### config.mk
export PLATFORM = sky130hd
export DESIGN_NAME = dbg_cmd_seq
export DESIGN_NICKNAME = d
export VERILOG_FILES = /design/src/rtl/dbg_seq_pkg.sv /design/src/rtl/dbg_cmd_decode.sv /design/src/rtl/dbg_cycle_ctrl.sv /design/src/rtl/dbg_resp_build.sv /design/src/rtl/dbg_cmd_seq.sv
export SDC_FILE = /design/constraint.sdc
export NUM_CORES = 1
export LEC_CHECK = 0
export BUFFER_PORTS_ARGS = -buffer_cell sky130_fd_sc_hd__buf_2
export CORE_MARGIN = 4
export CORE_UTILIZATION = 38
export CTS_BUF_LIST = sky130_fd_sc_hd__clkbuf_8
export DETAILED_ROUTE_END_ITERATION = 10
export PLACE_DENSITY = 0.58
export SYNTH_ARGS = -nofsm -noshare
export SYNTH_HDL_FRONTEND = slang
export SYNTH_SLANG_ARGS = --single-unit
### constraint.sdc
create_clock -name clk -period 5.6 [get_ports clk]
set_input_delay 0 -clock clk [delete_from_list [all_inputs] [get_ports clk]]
set_output_delay 0 -clock clk [all_outputs]
set_load 0.03 [all_outputs]
### src/rtl/dbg_seq_pkg.sv
`timescale 1ns/1ps
package dbg_seq_pkg;

    localparam int OPC_W = 4;

    // command codes
    localparam logic [OPC_W-1:0] CMD_READ   = 4'd0;
    localparam logic [OPC_W-1:0] CMD_WRITE  = 4'd1;
    localparam logic [OPC_W-1:0] CMD_RESET  = 4'd2;
    localparam logic [OPC_W-1:0] CMD_STEP   = 4'd3;
    localparam logic [OPC_W-1:0] CMD_START  = 4'd4;
    localparam logic [OPC_W-1:0] CMD_PAUSE  = 4'd5;
    localparam logic [OPC_W-1:0] CMD_STATUS = 4'd6;

    // response codes
    localparam logic [OPC_W-1:0] RSP_RD_OK     = 4'd0;
    localparam logic [OPC_W-1:0] RSP_RD_ERR    = 4'd1;
    localparam logic [OPC_W-1:0] RSP_WR_OK     = 4'd2;
    localparam logic [OPC_W-1:0] RSP_WR_ERR    = 4'd3;
    localparam logic [OPC_W-1:0] RSP_RST_OK    = 4'd4;
    localparam logic [OPC_W-1:0] RSP_STEP_OK   = 4'd5;
    localparam logic [OPC_W-1:0] RSP_STEP_ERR  = 4'd6;
    localparam logic [OPC_W-1:0] RSP_START_OK  = 4'd7;
    localparam logic [OPC_W-1:0] RSP_START_ERR = 4'd8;
    localparam logic [OPC_W-1:0] RSP_PAUSE_OK  = 4'd9;
    localparam logic [OPC_W-1:0] RSP_PAUSE_ERR = 4'd10;
    localparam logic [OPC_W-1:0] RSP_STATUS    = 4'd11;

    // payload source chosen by the decoder, built by the response stage
    typedef enum logic [2:0] {
        PAY_ZERO,
        PAY_ADDR_ZERO,
        PAY_ADDR_RDATA,
        PAY_ADDR_WDATA,
        PAY_COUNT,
        PAY_COUNT_INC
    } pay_sel_e;

    typedef struct packed {
        logic             accept;
        logic             wr_go;
        logic             rst_go;
        logic             step_go;
        logic             start_go;
        logic             pause_go;
        logic             rsp_valid;
        logic [OPC_W-1:0] rsp_opc;
        pay_sel_e         pay;
    } dec_t;

endpackage

### src/rtl/dbg_cmd_decode.sv
`timescale 1ns/1ps
module dbg_cmd_decode
    import dbg_seq_pkg::*;
#(
    parameter  int ADDR_W = 8,
    parameter  int DATA_W = 8,
    localparam int VAL_W  = ADDR_W + DATA_W,
    localparam int MSG_W  = OPC_W + VAL_W
) (
    input  logic              rst_ni,
    input  logic [MSG_W-1:0]  rx_msg_i,
    input  logic              rx_ready_i,
    input  logic              tx_ready_i,
    input  logic              auto_i,
    output dec_t              dec_o,
    output logic [ADDR_W-1:0] addr_o,
    output logic [DATA_W-1:0] data_o
);

    logic [OPC_W-1:0] opc;

    assign opc    = rx_msg_i[MSG_W-1 -: OPC_W];
    assign addr_o = rx_msg_i[VAL_W-1:DATA_W];
    assign data_o = rx_msg_i[DATA_W-1:0];

    always_comb begin
        dec_o        = '0;
        dec_o.pay    = PAY_ZERO;
        // taken only when a response can be handed on
        dec_o.accept = rst_ni & rx_ready_i & tx_ready_i;
        if (dec_o.accept) begin
            case (opc)
                CMD_READ: begin
                    dec_o.rsp_valid = 1'b1;
                    dec_o.rsp_opc   = auto_i ? RSP_RD_ERR : RSP_RD_OK;
                    dec_o.pay       = auto_i ? PAY_ADDR_ZERO : PAY_ADDR_RDATA;
                end
                CMD_WRITE: begin
                    dec_o.rsp_valid = 1'b1;
                    dec_o.wr_go     = ~auto_i;
                    dec_o.rsp_opc   = auto_i ? RSP_WR_ERR : RSP_WR_OK;
                    dec_o.pay       = auto_i ? PAY_ADDR_ZERO : PAY_ADDR_WDATA;
                end
                CMD_RESET: begin
                    dec_o.rsp_valid = 1'b1;
                    dec_o.rst_go    = 1'b1;
                    dec_o.rsp_opc   = RSP_RST_OK;
                    dec_o.pay       = PAY_ZERO;
                end
                CMD_STEP: begin
                    dec_o.rsp_valid = 1'b1;
                    dec_o.step_go   = ~auto_i;
                    dec_o.rsp_opc   = auto_i ? RSP_STEP_ERR : RSP_STEP_OK;
                    dec_o.pay       = auto_i ? PAY_ZERO : PAY_COUNT_INC;
                end
                CMD_START: begin
                    dec_o.rsp_valid = 1'b1;
                    dec_o.start_go  = ~auto_i;
                    dec_o.rsp_opc   = auto_i ? RSP_START_ERR : RSP_START_OK;
                    dec_o.pay       = auto_i ? PAY_ZERO : PAY_COUNT;
                end
                CMD_PAUSE: begin
                    dec_o.rsp_valid = 1'b1;
                    dec_o.pause_go  = auto_i;
                    dec_o.rsp_opc   = auto_i ? RSP_PAUSE_OK : RSP_PAUSE_ERR;
                    dec_o.pay       = auto_i ? PAY_COUNT : PAY_ZERO;
                end
                CMD_STATUS: begin
                    dec_o.rsp_valid = 1'b1;
                    dec_o.rsp_opc   = RSP_STATUS;
                    dec_o.pay       = PAY_COUNT;
                end
                default: begin
                    // unknown code: consumed, nothing else happens
                    dec_o.rsp_valid = 1'b0;
                end
            endcase
        end
    end

endmodule

### src/rtl/dbg_cycle_ctrl.sv
`timescale 1ns/1ps
module dbg_cycle_ctrl #(
    parameter int CNT_W = 16
) (
    input  logic             clk,
    input  logic             rst_n,
    input  logic             step_go_i,
    input  logic             start_go_i,
    input  logic             pause_go_i,
    input  logic             clear_i,
    output logic             clk_en_o,
    output logic             auto_o,
    output logic [CNT_W-1:0] cnt_now_o
);

    typedef struct packed {
        logic             auto_m;
        logic             step;
        logic [CNT_W-1:0] cnt;
    } cyc_t;

    cyc_t st_d, st_q;

    assign clk_en_o = st_q.auto_m | st_q.step;
    assign auto_o   = st_q.auto_m;
    // count as it stands once the current edge has passed
    assign cnt_now_o = st_q.cnt + CNT_W'(clk_en_o);

    always_comb begin
        st_d = st_q;
        if (start_go_i) begin
            st_d.auto_m = 1'b1;
        end else if (pause_go_i) begin
            st_d.auto_m = 1'b0;
        end
        st_d.step = step_go_i;
        st_d.cnt  = clear_i ? '0 : cnt_now_o;
    end

    always_ff @(posedge clk) begin
        if (!rst_n) begin
            st_q <= '0;
        end else begin
            st_q <= st_d;
        end
    end

endmodule

### src/rtl/dbg_resp_build.sv
`timescale 1ns/1ps
module dbg_resp_build
    import dbg_seq_pkg::*;
#(
    parameter  int ADDR_W = 8,
    parameter  int DATA_W = 8,
    localparam int VAL_W  = ADDR_W + DATA_W,
    localparam int MSG_W  = OPC_W + VAL_W
) (
    input  logic              clk,
    input  logic              rst_n,
    input  logic              rsp_valid_i,
    input  logic [OPC_W-1:0]  rsp_opc_i,
    input  pay_sel_e          pay_i,
    input  logic [ADDR_W-1:0] addr_i,
    input  logic [DATA_W-1:0] wdata_i,
    input  logic [DATA_W-1:0] rdata_i,
    input  logic [VAL_W-1:0]  cnt_i,
    output logic              tx_next_o,
    output logic [MSG_W-1:0]  tx_msg_o
);

    typedef struct packed {
        logic             vld;
        logic [MSG_W-1:0] msg;
    } rsp_t;

    rsp_t             st_d, st_q;
    logic [VAL_W-1:0] pay_v;

    always_comb begin
        case (pay_i)
            PAY_ADDR_ZERO:  pay_v = {addr_i, {DATA_W{1'b0}}};
            PAY_ADDR_RDATA: pay_v = {addr_i, rdata_i};
            PAY_ADDR_WDATA: pay_v = {addr_i, wdata_i};
            PAY_COUNT:      pay_v = cnt_i;
            PAY_COUNT_INC:  pay_v = cnt_i + VAL_W'(1);
            default:        pay_v = '0;
        endcase
    end

    always_comb begin
        st_d     = st_q;
        st_d.vld = rsp_valid_i;
        if (rsp_valid_i) begin
            st_d.msg = {rsp_opc_i, pay_v};
        end
    end

    always_ff @(posedge clk) begin
        if (!rst_n) begin
            st_q <= '0;
        end else begin
            st_q <= st_d;
        end
    end

    assign tx_next_o = st_q.vld;
    assign tx_msg_o  = st_q.msg;

endmodule

### src/rtl/dbg_cmd_seq.sv
`timescale 1ns/1ps
module dbg_cmd_seq
    import dbg_seq_pkg::*;
#(
    parameter  int   ADDR_W        = 8,
    parameter  int   DATA_W        = 8,
    parameter  logic EXP_RST_LEVEL = 1'b1,
    localparam int   VAL_W         = ADDR_W + DATA_W,
    localparam int   MSG_W         = OPC_W + VAL_W
) (
    input  logic              clk,
    input  logic              rst_n,
    input  logic [MSG_W-1:0]  rx_msg,
    input  logic              rx_ready,
    output logic              rx_next,
    input  logic              tx_ready,
    output logic              tx_next,
    output logic [MSG_W-1:0]  tx_msg,
    output logic [ADDR_W-1:0] exp_addr,
    output logic [DATA_W-1:0] exp_wdata,
    input  logic [DATA_W-1:0] exp_rdata,
    output logic              exp_wen,
    output logic              exp_rst,
    output logic              exp_clk_en
);

    dec_t              dec;
    logic              auto_mode;
    logic [VAL_W-1:0]  cnt_now;
    logic [ADDR_W-1:0] f_addr;
    logic [DATA_W-1:0] f_data;

    dbg_cmd_decode #(
        .ADDR_W (ADDR_W),
        .DATA_W (DATA_W)
    ) u_decode (
        .rst_ni     (rst_n),
        .rx_msg_i   (rx_msg),
        .rx_ready_i (rx_ready),
        .tx_ready_i (tx_ready),
        .auto_i     (auto_mode),
        .dec_o      (dec),
        .addr_o     (f_addr),
        .data_o     (f_data)
    );

    dbg_cycle_ctrl #(
        .CNT_W (VAL_W)
    ) u_cycle (
        .clk        (clk),
        .rst_n      (rst_n),
        .step_go_i  (dec.step_go),
        .start_go_i (dec.start_go),
        .pause_go_i (dec.pause_go),
        .clear_i    (dec.rst_go),
        .clk_en_o   (exp_clk_en),
        .auto_o     (auto_mode),
        .cnt_now_o  (cnt_now)
    );

    dbg_resp_build #(
        .ADDR_W (ADDR_W),
        .DATA_W (DATA_W)
    ) u_resp (
        .clk         (clk),
        .rst_n       (rst_n),
        .rsp_valid_i (dec.rsp_valid),
        .rsp_opc_i   (dec.rsp_opc),
        .pay_i       (dec.pay),
        .addr_i      (f_addr),
        .wdata_i     (f_data),
        .rdata_i     (exp_rdata),
        .cnt_i       (cnt_now),
        .tx_next_o   (tx_next),
        .tx_msg_o    (tx_msg)
    );

    assign rx_next   = dec.accept;
    assign exp_addr  = f_addr;
    assign exp_wdata = f_data;
    assign exp_wen   = dec.wr_go;
    assign exp_rst   = (!rst_n || dec.rst_go) ? EXP_RST_LEVEL : ~EXP_RST_LEVEL;

endmodule

==> impl_metrics.env <==
export IMPL_pwr_density_cell_nw_per_um2=200
export IMPL_fin_crit_ns=3.81
export IMPL_post_cts_buffers=0
export IMPL_timing_rr_end="u_resp.tx_msg_o[12]$_SDFFE_PN0P_"
export IMPL_vias=2541
export IMPL_fin_worst_skew_ns=0.00819
export IMPL_clock_sinks=39
export IMPL_firstDrtPassIters=4
export IMPL_drt_total_wl_mm=7.06
export IMPL_setup_worst_path_start_class="register"
export IMPL_startpoint="u_cycle.auto_o$_SDFFE_PN0P_"
export IMPL_leakage_nw=1.18
export IMPL_cts_resized=0
export IMPL_synthArstFlopShare_pct=0
export IMPL_seq_area_frac_synth_pct=30.1
export IMPL_endpoint_kind="register"
export IMPL_r2r_start="u_cycle.auto_o$_SDFFE_PN0P_"
export IMPL_tritoncts="yes"
export IMPL_tns_ns=0
export IMPL_core_area_um2=6490
export IMPL_cts_reportedPaths_clkPinSlew_ns=0.08
export IMPL_start_util_pct=40.0
export IMPL_syn_num_nets=359
export IMPL_hp_class="in -> reg"
export IMPL_drive_gt1_share_pct=24.5
export IMPL_ios=73
export IMPL_crit_arrival_ns=3.99
export IMPL_hold_viol=0
export IMPL_cp_required_ns=5.79
export IMPL_area_delta_synth_final_pct=15.9
export IMPL_vias_per_cell=5.67
export IMPL_antenna_found_initial=0
export IMPL_regToRegSetupSlack_ns=1.79
export IMPL_grt_pass1_wl_mm=12.1
export IMPL_ys_flop_type="dfxtp_1"
export IMPL_drc_errors=0
export IMPL_syn_inst=324
export IMPL_final_util_pct=46.3
export IMPL_grt_max_degree=19
export IMPL_setup_violations=0
export IMPL_clockRootBuffer="clkbuf_8"
export IMPL_grt_usage_pct=17.6
export IMPL_htree_levels=2
export IMPL_final_common_cell="buf_2"
export IMPL_endpoint="u_resp.tx_msg_o[12]$_SDFFE_PN0P_"
export IMPL_netlist_area_um2=2600
export IMPL_grt_pass1_vias=2426
export IMPL_rsz0062_at_grt="no"
export IMPL_cts_buffer_depth=2
export IMPL_place_gp_congestion=0.923
export IMPL_ys_types=64
export IMPL_path_class="reg -> reg"
export IMPL_clk_insertion_delay_late_ns=0.29
export IMPL_finalCritPeriodShare_pct=68.0
export IMPL_layout_nets=405
export IMPL_row_count=29
export IMPL_peakVddDrop_mv=0.0705
export IMPL_max_freq_mhz=263
export IMPL_status="complete, no violations"
export IMPL_avgRoutedWirePerCell_um=15.8
export IMPL_yosysWarnings=0
export IMPL_slew_headroom_pct=36.8
export IMPL_synth_seq_cells=39
export IMPL_overflow=0
export IMPL_cp_max_fo=18
export IMPL_hpwl_mm=5.23
export IMPL_dieArea_um2=8220
export IMPL_cts_buffers=5
export IMPL_drv_slew=0
export IMPL_final_cell_mix="buf_2, dfxtp_1, nand2_1, nor2_1, a21oi_1"
export IMPL_max_cap_viol_count=0
export IMPL_synth_edf_count=0
export IMPL_chipWidth_um=90.7
export IMPL_hold_buffers=6
export IMPL_avgSynthCellArea_um2=8.01
export IMPL_drtIter0Drc=121
export IMPL_detail_route_antenna_nets=0
export IMPL_portBuffers=72
export IMPL_whs_ns=0.00576
export IMPL_diodes=0
export IMPL_r2r_cells=9
export IMPL_tightestPinTransition_ns=0.944
export IMPL_die_y_um=90.7
-- Yosys cell counts (3+ instances only) --
library cell / count / area share (%)
inv_1: 10 / 1.4
or4_1: 5 / 1.4
dfxtp_1: 39 / 30
nand3_1: 9 / 1.7
o22ai_1: 4 / 0.96
xnor2_1: 12 / 4.0
nor4_1: 5 / 1.2
and3_1: 3 / 0.72
ha_1: 3 / 1.4
clkbuf_1: 13 / 1.9
a211o_1: 3 / 1.0
mux2i_1: 3 / 1.2
a22oi_1: 9 / 2.6
a22o_1: 3 / 1.0
o31ai_1: 4 / 1.2
buf_4: 19 / 5.5
nand4_1: 6 / 1.4
buf_2: 7 / 1.3
nor2b_1: 3 / 0.72
nand2_1: 28 / 4.0
nor2_1: 27 / 3.9
o31a_1: 3 / 1.0
nor3_1: 9 / 1.7
o21ai_0: 9 / 1.7
xor2_1: 7 / 2.4
a31oi_1: 10 / 2.4
a21oi_1: 14 / 2.7
nand4b_1: 5 / 1.7
or3_1: 3 / 0.72
a221oi_1: 4 / 1.3
-- stage by stage --
step	setup WS [ns]	instance area, um2	cells	power (mW)
floorplan	2.37	2600	324	0.338
CTS	1.88	3010	448	0.608
global placement	1.99	2830	434	0.357
detailed placement	1.89	2830	434	0.357
finish	1.79	3010	448	0.603
global route	1.53	3010	448	0.626
-- critical path, stage by stage (launching register included) --
cell and delay, ns:
dfxtp_1 0.49, or2_2 0.18, ha_1 0.47, ha_1 0.71, a21bo_2 0.32, o31ai_1 0.19, a31oi_1 0.22, or2_1 0.36
or4_1 0.54, a31o_1 0.21
-- registers in the layout, summed over array words and instances (netlist names) --
signal	flops
u_resp.tx_msg_o	20
u_resp.tx_next_o	1
u_cycle.auto_o	1
u_cycle.st_q	17
-- final cells by class --
class / instances / area [um2]
fillers: 655 / 3490
flip-flops and latches: 39 / 781
well taps: 77 / 96.3
inverters: 12 / 45.0
clock buffers: 6 / 82.6
multi-input cells: 233 / 1540
clock inverters: 2 / 35.0
repair buffers: 79 / 428
-- where the power goes --
group | switching [mW] | internal (mW) | leakage (nW)
Combinational | 0.0465 | 0.0249 | 0.805
Clock | 0.105 | 0.144 | 0.0612
Sequential | 0.00155 | 0.280 | 0.315
Total | 0.153 | 0.449 | 1.18
-- routing by layer --
metal  GRT usage (%)  wire (um)
met3            3.75        326
met1            24.2       3490
met2            27.2       3140
met5               0          0
met4            5.74        103
-- logic make-up (layout without fill, tap and decap cells) --
group                    count (synthesis)  after routing  synth area share [%]
AND/OR/NAND/NOR                        120            120                  24.6
AO/OA/AOI/OAI                           88             88                  25.4
buffers and inverters                   52             99                  10.9
flip-flops                              39             39                  30.1
XOR/XNOR                                19             19                  6.41
adder cells (fa/ha/maj)                  3              3                  1.45
multiplexers                             3              3                  1.16
-- worst min path at each step --
stage          startpoint                         endpoint  slack (ns)  depth (start not counted)
4_1_cts         rx_msg[2]  u_resp.tx_msg_o[2]$_SDFFE_PN0P_       0.007                          3
5_1_grt         rx_msg[2]  u_resp.tx_msg_o[2]$_SDFFE_PN0P_        0.03                          3
3_5_place_dp    rx_msg[0]  u_resp.tx_msg_o[0]$_SDFFE_PN0P_        0.27                          3
2_1_floorplan   rx_msg[8]                      exp_addr[0]        0.13                          1
3_3_place_gp    rx_msg[0]  u_resp.tx_msg_o[0]$_SDFFE_PN0P_        0.26                          3
6_report        rx_msg[2]  u_resp.tx_msg_o[2]$_SDFFE_PN0P_       0.006                          3
(Power assumes the default switching activity.)
